$ cat src/rtl/tlic_pkg.sv
package tlic_pkg;
  localparam int LVL_W = 2;
  typedef logic [LVL_W-1:0] lvl_t;
  localparam lvl_t LVL_NONE = 2'd0;
  localparam lvl_t LVL_L    = 2'd1;
  localparam lvl_t LVL_H    = 2'd2;
  localparam lvl_t LVL_X    = 2'd3;

  // strobes from control to datapath
  typedef struct packed {
    logic load;   // latch winner vector and level
    logic push;   // push latched level on in-service stack
    logic pop;    // pop in-service stack
    logic drop;   // withdraw posted request
  } dpCtl_t;
endpackage

$ cat src/rtl/tlic_control.sv
module tlic_control
  import tlic_pkg::*;
(
  input  logic   clk,
  input  logic   rstN,
  input  logic   eligible,
  input  logic   stackEmpty,
  input  logic   globalEn,
  input  logic   ackStb,
  input  logic   retStb,
  output dpCtl_t ctl,
  output logic   posted
);

  always_comb begin
    ctl = '0;
    if (!posted) begin
      ctl.load = eligible;
    end else if (ackStb) begin
      ctl.push = 1'b1;
    end else if (!globalEn) begin
      ctl.drop = 1'b1;
    end
    ctl.pop = retStb && !stackEmpty && !(posted && ackStb);
  end

  always_ff @(posedge clk or negedge rstN) begin
    if (!rstN) begin
      posted <= 1'b0;
    end else if (ctl.load) begin
      posted <= 1'b1;
    end else if (ctl.push || ctl.drop) begin
      posted <= 1'b0;
    end
  end


  drop_on_disable_chk: assert property (@(posedge clk) disable iff (!rstN)
    posted && !globalEn && !ackStb |=> !posted);

endmodule

$ cat src/rtl/tlic_datapath.sv
module tlic_datapath
  import tlic_pkg::*;
#(
  parameter int NUM_VEC    = 10,
  parameter int NUM_TOP    = 2,
  parameter int VEC_BASE   = 3,
  parameter int VEC_STRIDE = 8,
  parameter int ADDR_W     = 7,
  parameter int STK_DEPTH  = 3
) (
  input  logic               clk,
  input  logic               rstN,
  input  logic [NUM_VEC-1:0] reqIn,
  input  logic [NUM_VEC-1:0] prioSel,
  input  logic               globalEn,
  input  dpCtl_t             ctl,
  input  logic               posted,
  output logic               eligible,
  output logic               stackEmpty,
  output logic [ADDR_W-1:0]  vecAddrQ,
  output lvl_t               topLvl
);

  localparam int IDX_W = (NUM_VEC > 1) ? $clog2(NUM_VEC) : 1;
  localparam int DEP_W = $clog2(STK_DEPTH + 1);

  lvl_t             vecLvl [NUM_VEC];
  lvl_t             winLvl;
  logic [IDX_W-1:0] winIdx;
  lvl_t             pendLvl;
  lvl_t             stk [STK_DEPTH];
  logic [DEP_W-1:0] depth;

  // per-vector effective level; top-level capability chosen per vector
  for (genvar g = 0; g < NUM_VEC; g++) begin : g_lvl
    if (g < NUM_TOP) begin : g_top
      assign vecLvl[g] = !reqIn[g] ? LVL_NONE : (prioSel[g] ? LVL_X : LVL_L);
    end else begin : g_mid
      assign vecLvl[g] = !reqIn[g] ? LVL_NONE : (prioSel[g] ? LVL_H : LVL_L);
    end
  end

  // highest level wins; scanning downward lets the lowest index win ties
  always_comb begin
    winLvl = LVL_NONE;
    winIdx = '0;
    for (int i = NUM_VEC - 1; i >= 0; i--) begin
      if (vecLvl[i] != LVL_NONE && vecLvl[i] >= winLvl) begin
        winLvl = vecLvl[i];
        winIdx = IDX_W'(i);
      end
    end
  end

  always_comb begin
    topLvl = LVL_NONE;
    for (int i = 0; i < STK_DEPTH; i++) begin
      if (depth == DEP_W'(i + 1)) topLvl = stk[i];
    end
  end

  assign stackEmpty = (depth == '0);
  assign eligible   = globalEn && (winLvl > topLvl);

  // posted vector and its level
  always_ff @(posedge clk or negedge rstN) begin
    if (!rstN) begin
      vecAddrQ <= '0;
      pendLvl  <= LVL_NONE;
    end else if (ctl.load) begin
      vecAddrQ <= ADDR_W'(VEC_BASE + VEC_STRIDE * int'(winIdx));
      pendLvl  <= winLvl;
    end
  end

  // in-service level stack
  always_ff @(posedge clk or negedge rstN) begin
    if (!rstN) begin
      depth <= '0;
      for (int i = 0; i < STK_DEPTH; i++) stk[i] <= LVL_NONE;
    end else if (ctl.push && depth < DEP_W'(STK_DEPTH)) begin
      for (int i = 0; i < STK_DEPTH; i++) begin
        if (depth == DEP_W'(i)) stk[i] <= pendLvl;
      end
      depth <= depth + 1'b1;
    end else if (ctl.pop) begin
      depth <= depth - 1'b1;
    end
  end


  pend_above_top_chk: assert property (@(posedge clk) disable iff (!rstN)
    posted |-> pendLvl > topLvl);


  vec_hold_chk: assert property (@(posedge clk) disable iff (!rstN)
    posted && $past(posted) |-> $stable(vecAddrQ));


  push_level_chk: assert property (@(posedge clk) disable iff (!rstN)
    ctl.push |=> topLvl == $past(pendLvl));


  empty_ret_chk: assert property (@(posedge clk) disable iff (!rstN)
    stackEmpty && !ctl.push |=> stackEmpty);


  depth_bound_chk: assert property (@(posedge clk) disable iff (!rstN)
    depth <= DEP_W'(STK_DEPTH));

endmodule

$ cat src/rtl/tlic_top.sv
module tlic_top
  import tlic_pkg::*;
#(
  parameter int NUM_VEC    = 10,
  parameter int NUM_TOP    = 2,
  parameter int VEC_BASE   = 3,
  parameter int VEC_STRIDE = 8,
  parameter int ADDR_W     = 7,
  parameter int STK_DEPTH  = 3
) (
  input  logic               clk,
  input  logic               rstN,
  input  logic [NUM_VEC-1:0] reqIn,
  input  logic [NUM_VEC-1:0] prioSel,
  input  logic               globalEn,
  input  logic               ackStb,
  input  logic               retStb,
  output logic               irqOut,
  output logic [ADDR_W-1:0]  vecAddr,
  output logic [1:0]         svcLevel
);

  dpCtl_t ctl;
  logic   eligible;
  logic   stackEmpty;
  logic   posted;
  lvl_t   topLvl;

  tlic_control u_ctrl (
    .clk        (clk),
    .rstN       (rstN),
    .eligible   (eligible),
    .stackEmpty (stackEmpty),
    .globalEn   (globalEn),
    .ackStb     (ackStb),
    .retStb     (retStb),
    .ctl        (ctl),
    .posted     (posted)
  );

  tlic_datapath #(
    .NUM_VEC    (NUM_VEC),
    .NUM_TOP    (NUM_TOP),
    .VEC_BASE   (VEC_BASE),
    .VEC_STRIDE (VEC_STRIDE),
    .ADDR_W     (ADDR_W),
    .STK_DEPTH  (STK_DEPTH)
  ) u_dp (
    .clk        (clk),
    .rstN       (rstN),
    .reqIn      (reqIn),
    .prioSel    (prioSel),
    .globalEn   (globalEn),
    .ctl        (ctl),
    .posted     (posted),
    .eligible   (eligible),
    .stackEmpty (stackEmpty),
    .vecAddrQ   (vecAddr),
    .topLvl     (topLvl)
  );

  assign irqOut   = posted;
  assign svcLevel = topLvl;


  ack_clears_irq_chk: assert property (@(posedge clk) disable iff (!rstN)
    irqOut && ackStb |=> !irqOut && svcLevel != 2'd0);

endmodule

$ cat config.mk
export PLATFORM = sky130hd
export DESIGN_NAME = tlic_top
export DESIGN_NICKNAME = d
export VERILOG_FILES = /design/src/rtl/tlic_pkg.sv /design/src/rtl/tlic_control.sv /design/src/rtl/tlic_datapath.sv /design/src/rtl/tlic_top.sv
export SDC_FILE = /design/constraint.sdc
export NUM_CORES = 1
export LEC_CHECK = 0
export BUFFER_PORTS_ARGS = -buffer_cell sky130_fd_sc_hd__buf_2
export CAP_MARGIN = 5
export CELL_PAD_IN_SITES_DETAIL_PLACEMENT = 1
export CELL_PAD_IN_SITES_GLOBAL_PLACEMENT = 2
export CORE_MARGIN = 2
export CORE_UTILIZATION = 25
export DETAILED_ROUTE_END_ITERATION = 7
export GPL_TIMING_DRIVEN = 0
export PLACE_DENSITY_LB_ADDON = 0.05
export SETUP_SLACK_MARGIN = 0.3
export SLEW_MARGIN = 20
export SYNTH_ARGS = -nofsm -noshare
export SYNTH_HDL_FRONTEND = slang
export SYNTH_SLANG_ARGS = --single-unit
$ cat constraint.sdc
create_clock -name clk -period 3.3 [get_ports clk]
set_clock_uncertainty 0.05 [all_clocks]
set_input_delay 0.165 -clock clk [delete_from_list [all_inputs] [get_ports clk]]
set_output_delay 0.165 -clock clk [all_outputs]
set_load 0.02 [all_outputs]
==> metrics, run 1 <==
Seq/Total Area, Yosys=23.8%; final setup fails=8; Clock H-tree levels=1; ant diodes=0; YS warnings=0; Reg2Reg Setup Slack=0.55 ns; slowest cell on the critical path=or3b_4; Final Slew Violations=0; syn_nets=251; RSZ-0062 raised after global routing=true; WHS=0.0983 ns; crit path launch=reqIn[8]; die height=86.0 um; VDD IR max=0.230 mV; Die Wd=86.0 um; Leak=1.40 nW; largest net degree at the start of global routing=17; post-DP HPWL=3860 um; violated checks=setup timing; clk sinks=16; critical path arrival=9.91 ns; DR vias=1,907; TritonRoute pass-1 iters=4; PortBufs=33; area leader, netlist=dfrtp_1; DRC errors left=0; TritonCTS Buffers=3; Tcrit/Tclk final=297%; ys async rst share=100%; clk slew on worst S/H paths=0.07 ns; first-pass GRT wire length=10,000 um; design area=3080 sq um; crit start category=primary input; Top Ports=35; CTS tree=done; Tot GR Track Use=17.3%; CP max stage delay=0.44 ns; Final WS setup=-6.51 ns; Post-Synthesis Cells=202; Crit. End Element=flop; Post-synth EDFFs=0; Layout area overhead=83.0%; number of hold violations in the final report=0; core area=6420 sq um; total grt overflow=0; number of DRC markers in iteration 0=62; clk root buf=clkbuf_8; CP endpoint=u_dp.pendLvl[0]; DIE AREA=7390 sq um; Syn Area/Cell=8.32 sq um; largest cells by area after synthesis=dfrtp_1 (24%), ha_1 (18%), nand2_1 (5.8%); Post-Route WL=6180 um; HP Class=primary input to flop; ANT nets after route=0; Initial Util=26.2%; number of max-cap violations=0; latest clock arrival within the worst-skew pair=0.26 ns; Worst R2R Start=u_dp.depth[1]; vias in the first global route=2,106; crit-path max FO=5; Longest Clk Path Bufs=2; min cycle time layout=9.81 ns; Yosys reg bits=16; RR Endpoint=u_dp.pendLvl[0]; share of layout cells above drive strength 1=58.8%; top cells by count, synth=nand2_1 (26), ha_1 (24), dfrtp_1 (16); initial antenna violation count=0; via/cell ratio=4.91; Synth Flop Type=dfrtp_1; count leader, synth=nand2_1; worst path required time=3.40 ns; # rows=29; placed cell area=2200 sq um; routability cong.=0.768; nets=361; Synth cell types=48; most numerous cell on the critical path=buf_4; kind of critical path=primary input to flop; PwrDens=777 nW/um^2; status=complete, but fails checks; Wirelength per Cell=15.9 um; mapped cell area=1680 sq um; post-synth top area share=23.8%; cells on worst reg2reg path=12; fmax=0.102 GHz
layout by cell type, fill, tap and decap left out, types with 3 or more instances in the layout:
cell type  synthesis  routed
dfrtp_1           16      16
a21oi_2            0       4
ha_4               0       8
nor2_1            15       7
o21ai_0           14      10
nand2_2            0       3
nor2_2             0       3
nand2b_1           9       7
buf_4              2      69
nor3_1             5       3
or3b_4             0       3
and2_1            10      10
buf_6              0       4
ha_1              24      14
o211ai_1           3       3
clkbuf_8           0       4
nor2_4             0       5
buf_2              0      29
mux2_2             4       3
nand2_1           26      20
buf_8              0       3
inv_1             13      11
o21ai_2            0       5
a21oi_1           10       6
a31oi_4            1       3
worst max-delay path, delay by kind of cell:
kind / cells / cell delay (ns)
multiplexers: 1 / 0.34
buffers and inverters: 19 / 2.21
adder cells (fa/ha/maj): 8 / 1.91
AO/OA/AOI/OAI: 15 / 2.21
AND/OR/NAND/NOR: 15 / 3.07
through the flow:
stage          util (%)  worst slack [ns]  power (mW)  instances  TNS (ns)
4_1_cts            45.8             -6.47        2.19        380    -50.52
6_report           47.9             -6.51        2.39        388    -51.08
3_3_place_gp       34.3             -7.28        1.44        312    -56.67
5_1_grt            47.9             -6.99        2.59        388    -54.95
2_1_floorplan         -             -6.24        1.20        202    -48.38
3_5_place_dp       34.3             -7.46        1.50        312    -58.11
sequential cells by signal (all words and copies together) (netlist names):
signal / flops
u_ctrl.posted: 1
u_dp.stk: 6
u_dp.depth: 2
u_dp.vecAddrQ: 5
u_dp.pendLvl: 2
timing repair:
action | in CTS | in global routing
hold buffers | 1 | 0
gates cloned | 1 | 0
hold endpoints to repair | 16 | 0
pin swaps | 45 | 38
buffers inserted | 62 | 8
resized for setup | 38 | 18
endpoints found under the setup margin | 8 | 8
cell type report:
cell class,count,area [sq um]
sequential,16,400
multi-input combinational,169,1670
tap,77,96.3
timing repair buffer,105,773
fill,734,3350
inverter,14,55.1
buffer,3,30.0
clock buffer,4,55.1
how the worst min path moves through the flow:
stage / from / end / slack, ns / cells past startpoint
after floorplan: rstN / u_ctrl.posted / -0.18 / 0
after global placement: rstN / u_dp.depth[0] / 0.05 / 1
after detailed placement: rstN / u_ctrl.posted / 0.06 / 1
after CTS: globalEn / u_ctrl.posted / 0.1 / 2
after global routing: globalEn / u_ctrl.posted / 0.11 / 2
final: globalEn / u_ctrl.posted / 0.1 / 2
power by group:
group / switching, mW / internal, mW
logic: 0.890 / 0.976
registers: 0.0591 / 0.283
clock network: 0.0753 / 0.106
layer usage:
layer | GRT usage (%) | vias up | share of wire, %
li1 | - | 939 | -
met1 | 18.2 | 924 | 39
met2 | 34.4 | 33 | 57
met3 | 1.92 | 11 | 2.3
met4 | 6.93 | 0 | 2.2
met5 | 0 | - | 0
kinds of logic after synthesis:
family	after synthesis	synth area share, %
XOR/XNOR	1	0.521
AO/OA/AOI/OAI	57	24.5
buffers and inverters	17	4.24
AND/OR/NAND/NOR	80	24.6
flip-flops	16	23.8
multiplexers	6	4.17
other	1	0.223
adder cells (fa/ha/maj)	24	17.9
Power figures use the tool's default switching activity.
==> run 2: changes to the inputs <==
--- a/config.mk
+++ b/config.mk
@@ -12,7 +12,6 @@
 export CORE_MARGIN = 2
 export CORE_UTILIZATION = 25
 export DETAILED_ROUTE_END_ITERATION = 7
-export GPL_TIMING_DRIVEN = 0
 export PLACE_DENSITY_LB_ADDON = 0.05
 export SETUP_SLACK_MARGIN = 0.3
 export SLEW_MARGIN = 20
==> constraint.sdc (replaced) <==
create_clock -name clk -period 12.2 [get_ports clk]
set_clock_uncertainty 0.05 [all_clocks]
set_input_delay 0.61 -clock clk [delete_from_list [all_inputs] [get_ports clk]]
set_output_delay 0.61 -clock clk [all_outputs]
set_load 0.02 [all_outputs]
==> run 2 against run 1 <==
  * The flow now finishes without violations
  * Global-route usage down 4.7 points
  * Register-to-register slack gained 8.8 ns
  * Die area did not move
  * Core utilization shrank 14 points
  * Non-clock buffer count down 67
  * Routed wire length shrank 27%
  * Clock power shrank 75%
  * Worst setup slack better by 7.7 ns
  * Critical path depth decreased by 6
  * Sequential share of layout area grew 5.5 points
  * Hold slack improved by 0.13 ns
==> metrics, run 2 (synthesis gave the netlist of run 1 again) <==
status=finished, final reports clean; placed cell area=1950 sq um (-11%); WP buf/inv=4 (-15); crit start category=primary input; Internal=244 uW (-82%); Top Ports=35 (unchanged); Wirelength per Cell=14.0 um (-12%); Tot GR Track Use=12.6% (-4.7 points); sw power=211 uW (-79%); ANT nets after route=0 (unchanged); hold-fix buffer count after cts=0 (-1); worst path required time=12.28 ns (+8.88 ns); PortBufs=33 (unchanged); Biggest register=u_dp.stk; first-pass GRT wire length=7620 um (-24%); Net Sw Frac=46.3% (+3.5 points); core area=6420 sq um (unchanged); clk root buf=clkbuf_8; Clock H-tree levels=1 (unchanged); latest clock arrival within the worst-skew pair=0.25 ns (about the same); Post-Route WL=4500 um (-27%); TNS Setup=0 ns (+51.08 ns); number of hold violations in the final report=0 (unchanged); WHS=0.225 ns (+0.127 ns); Regs by FF count=u_dp.stk: 6 flops, u_dp.vecAddrQ: 5 flops; CP max stage delay=0.45 ns (about the same); commonest cells after routing, fill and taps aside=buf_2 (33), nand2_1 (26), ha_1 (24); Leak=1.01 nW (-28%); Crit. End Element=flop; TritonCTS Buffers=3 (unchanged); Initial Util=26.2% (unchanged); Inst Count DP=313 (+0.32%); fin cells=321 (-17%); number of max-cap violations=0 (unchanged); HP Class=primary input to asynchronous set/reset pin; # rows=29 (unchanged); min cycle time layout=11.06 ns; Combinational Power Share=69.5% (-8.6 points); max FFs per register=6 (unchanged); slowest cell on the critical path=or3b_1; Longest Clk Path Bufs=2 (unchanged); crit-path max FO=8 (+3); sequential power share=20.3% (+6.0 points); DR vias=1,598 (-16%); most numerous cell on the critical path=ha_1; clk slew on worst S/H paths=0.07 ns (about the same); PwrDens=210 nW/um^2 (-73%); kind of critical path=primary input to flop; design area=2160 sq um (-30%); initial antenna violation count=0 (unchanged); final setup fails=0 (-8); clk sinks=16 (unchanged); commonest non-fill, non-tap cell in the layout=buf_2; via/cell ratio=4.98 (+1.3%); routability cong.=0.782 (+1.8%); clock share of power=10.2% (+2.6 points); ant diodes=0 (unchanged); RSZ-0062 raised after global routing=false; DIE AREA=7390 sq um (unchanged); die height=86.0 um (unchanged); nets=294 (-19%); VDD IR max=0.0517 mV (-78%); total power=454 uW (-81%); Layout area overhead=28.8%; DRC errors left=0 (unchanged); Tcrit/Tclk final=90.6%; critical path arrival=11.13 ns (+1.22 ns); vias in the first global route=1,685 (-20%); Final Slew Violations=0 (unchanged); share of layout cells above drive strength 1=31.6% (-27 points); CTS tree=done; Die Wd=86.0 um (unchanged); post-DP HPWL=3940 um (+2.0%); number of DRC markers in iteration 0=28 (-55%); largest net degree at the start of global routing=17 (unchanged); fmax=0.0904 GHz; TritonRoute pass-1 iters=4 (unchanged); CP top delay family=simple AND/OR/NAND/NOR gates; total grt overflow=0 (unchanged)
-- run 2: cell types whose count changed in the layout (fill, tap and decap cells not counted), moves of 4 or more --
cell and change:
buf_2 +4, buf_6 -4, buf_4 -61, ha_1 +10, ha_4 -8, nand2_1 +6
-- run 2: cell type report --
type / count / area [sq um]
clock buffer: 4 / 55.1
timing repair buffer: 41 / 225
tap: 77 / 96.3
sequential: 16 / 400
fill: 771 / 4260
inverter: 14 / 52.6
multi-input combinational: 169 / 1340
-- run 2: final timing paths --
kind                       cells after the start          start              end  slack (ns)
hold reg to reg                                2    u_dp.stk[0]      u_dp.stk[0]        0.44
setup reg to reg                              12  u_dp.depth[1]  u_dp.pendLvl[0]        9.38
setup / recovery                              52       reqIn[8]  u_dp.pendLvl[0]        1.14
hold / removal                                 1           rstN      u_dp.stk[5]        0.22
max in group asynchronous                      1           rstN  u_dp.pendLvl[0]       11.60
min in group clk                               2    u_dp.stk[0]      u_dp.stk[0]        0.44
-- run 2: stage by stage --
step	setup WS (ns)	utilization [%]
after floorplan	1.58	-
after global placement	0.375	30.4
after detailed placement	0.137	30.4
after CTS	0.390	31.3
after global routing	0.299	33.7
final	1.14	33.7
-- run 2: repair_timing --
item | 4_1_cts | 5_1_grt
setup endpoints to repair | 0 | 8
resized for setup | 0 | 29
setup buffers | 0 | 4
endpoints found under the hold margin | 0 | 0
-- run 2: per-layer routing --
| layer | up-vias | wire (um) | track usage, % |
|---|---|---|---|
| li1 | 801 | - | - |
| met1 | 777 | 1900 | 14.2 |
| met2 | 18 | 2490 | 25.1 |
| met3 | 2 | 83 | 1.83 |
| met4 | 0 | 28 | 1.73 |
| met5 | - | 0 | 0 |
-- run 2: power by group through the flow --
stage,clock (mW),sequential [mW],combinational [mW]
floorplan,0,0.0971,0.186
global placement,0,0.0932,0.266
detailed placement,0,0.0942,0.279
CTS,0.0488,0.0931,0.280
global route,0.0510,0.0957,0.357
finish,0.0464,0.0923,0.316
==> run 3: changes to the inputs <==
--- a/config.mk
+++ b/config.mk
@@ -10,7 +10,7 @@
 export CELL_PAD_IN_SITES_DETAIL_PLACEMENT = 1
 export CELL_PAD_IN_SITES_GLOBAL_PLACEMENT = 2
 export CORE_MARGIN = 2
-export CORE_UTILIZATION = 25
+export CORE_UTILIZATION = 35
 export DETAILED_ROUTE_END_ITERATION = 7
 export PLACE_DENSITY_LB_ADDON = 0.05
 export SETUP_SLACK_MARGIN = 0.3
==> run 3 against run 2 <==
  * Global-route usage is 4.4 points higher
  * Critical path depth fell by 1
  * Design area fell by 6.0%
  * Sequential cell count did not move
  * Critical endpoint unchanged
  * Via count down 1.6%
  * Largest cell class unchanged
  * Sequential power hardly changed
==> metrics, run 3 (synthesis gave the netlist of run 1 again) <==
status=finished, final reports clean; number of DRC markers in iteration 0=49 (+75%); routability cong.=0.778 (-0.41%); # rows=25 (-14%); die height=73.3 um (-15%); CTS tree=done; core area=4660 sq um (-27%); number of max-cap violations=0 (unchanged); RSZ-0062 raised after global routing=false; design area=2030 sq um (-6.0%); DR vias=1,572 (-1.6%); commonest cells after routing, fill and taps aside=buf_2 (33), nand2_1 (26), ha_1 (24); fmax=0.0889 GHz (-1.8%); Initial Util=36.1% (+9.9 points); clk slew on worst S/H paths=0.06 ns (about the same); min cycle time layout=11.25 ns (+0.197 ns); crit start category=primary input; Final WS setup=0.945 ns (-0.197 ns); HP Class=primary input to asynchronous set/reset pin; DRC errors left=0 (unchanged); crit-path max FO=14 (+6); placed cell area=1890 sq um (-3.0%); Wirelength per Cell=14.8 um (+5.6%); clk sinks=16 (unchanged); vias in the first global route=1,613 (-4.3%); via/cell ratio=5.38 (+8.1%); Biggest register=u_dp.stk; Reg2Reg Setup Slack=9.40 ns (+0.02 ns); latest clock arrival within the worst-skew pair=0.25 ns (about the same); TritonRoute pass-1 iters=4 (unchanged); largest net degree at the start of global routing=17 (unchanged); GR Util met2=31.0% (+5.9 points); critical path arrival=11.34 ns (+0.21 ns); Layout area overhead=21.1%; kind of critical path=primary input to flop; Leak=0.971 nW (-3.8%); PortBufs=33 (unchanged); post-DP HPWL=3610 um (-8.4%); worst path required time=12.28 ns (about the same); VDD IR max=0.0588 mV (+14%); Tcrit/Tclk final=92.3% (+1.6 points); Clock H-tree levels=1 (unchanged); number of fill cells in the layout=565 (-27%); DIE AREA=5370 sq um (-27%); Top Ports=35 (unchanged); ant diodes=0 (unchanged); slowest cell on the critical path=or3b_4; TritonCTS Buffers=3 (unchanged); nets=288 (-2.0%); final setup fails=0 (unchanged); most numerous cell on the critical path=ha_1; number of hold violations in the final report=0 (unchanged); share of layout cells above drive strength 1=27.3% (-4.2 points); TNS Setup=0 ns (unchanged); Regs by FF count=u_dp.stk: 6 flops, u_dp.vecAddrQ: 5 flops; PwrDens=206 nW/um^2 (-2.0%); initial antenna violation count=0 (unchanged); Longest Clk Path Bufs=2 (unchanged); Final Slew Violations=0 (unchanged); total power=418 uW (-7.9%); first-pass GRT wire length=7180 um (-5.7%); grt peak-use layer=met2; Setup WS pre-CTS=-0.0935 ns (-0.230 ns); max FFs per register=6 (unchanged); commonest non-fill, non-tap cell in the layout=buf_2; Die Wd=73.3 um (-15%); total grt overflow=0 (unchanged); CP max stage delay=0.49 ns (+0.04 ns); WHS=0.222 ns (-0.00302 ns); Post-Route WL=4330 um (-3.9%); ANT nets after route=0 (unchanged); Crit. End Element=flop; clk root buf=clkbuf_8; Tot GR Track Use=17.0% (+4.4 points); met1 Track Usage GR=20.7% (+6.5 points); GR Util met3=2.33% (+0.50 points)
[run 3: changes by cell type in the layout (fill, tap and decap cells not counted), sizes merged]
cell	before	now
buf	41	35
[run 3: what timing repair did]
action                                  in CTS  in global routing
hold buffers                                 0                  0
pin swaps                                    0                  1
setup buffers                                0                  2
endpoints found under the setup margin       3                  8
gates resized for setup                      2                 14
[run 3: where the power goes]
part	switching, mW	leakage (nW)	internal, mW
registers	0.0157	0.196	0.0766
logic	0.161	0.746	0.119
clock network	0.0182	0.0288	0.0286
[run 3: critical path, delay by kind of cell]
family / cells / cell delay (ns)
AO/OA/AOI/OAI: 18 / 3.25
buffers and inverters: 3 / 0.24
AND/OR/NAND/NOR: 18 / 3.79
multiplexers: 2 / 0.77
adder cells (fa/ha/maj): 10 / 2.67
[run 3: path summary, 6_finish.rpt]
check,from,cells past startpoint,end
worst max register to register,u_dp.depth[1],12,u_dp.pendLvl[0]
min in group clk,u_dp.stk[2],2,u_dp.stk[2]
worst min register to register,u_dp.stk[2],2,u_dp.stk[2]
worst min-delay path,rstN,1,u_dp.vecAddrQ[3]
max in group asynchronous,rstN,1,u_ctrl.posted
worst max-delay path,prioSel[8],51,u_dp.pendLvl[0]
[run 3: layout make-up]
type	count	area, sq um	share of cell area [%]
Inverter	14	52.6	2.58
Timing Repair Buffer	35	180	8.86
Multi-Input combinational cell	169	1280	62.9
Sequential cell	16	400	19.7
Clock buffer	4	55.1	2.71
Tap cell	54	67.6	3.32
[run 3: metrics by stage]
step	utilization [%]	instances
floorplan	-	202
finish	43.7	292
detailed placement	40.6	286
global placement	40.6	286
CTS	41.9	290
global route	43.7	292
[run 3: routing by layer]
metal  part of all wire (%)  vias up
met2                     52       24
met5                      0        -
li1                       -      793
met3                    2.3        6
met1                     44      749
met4                    1.5        0
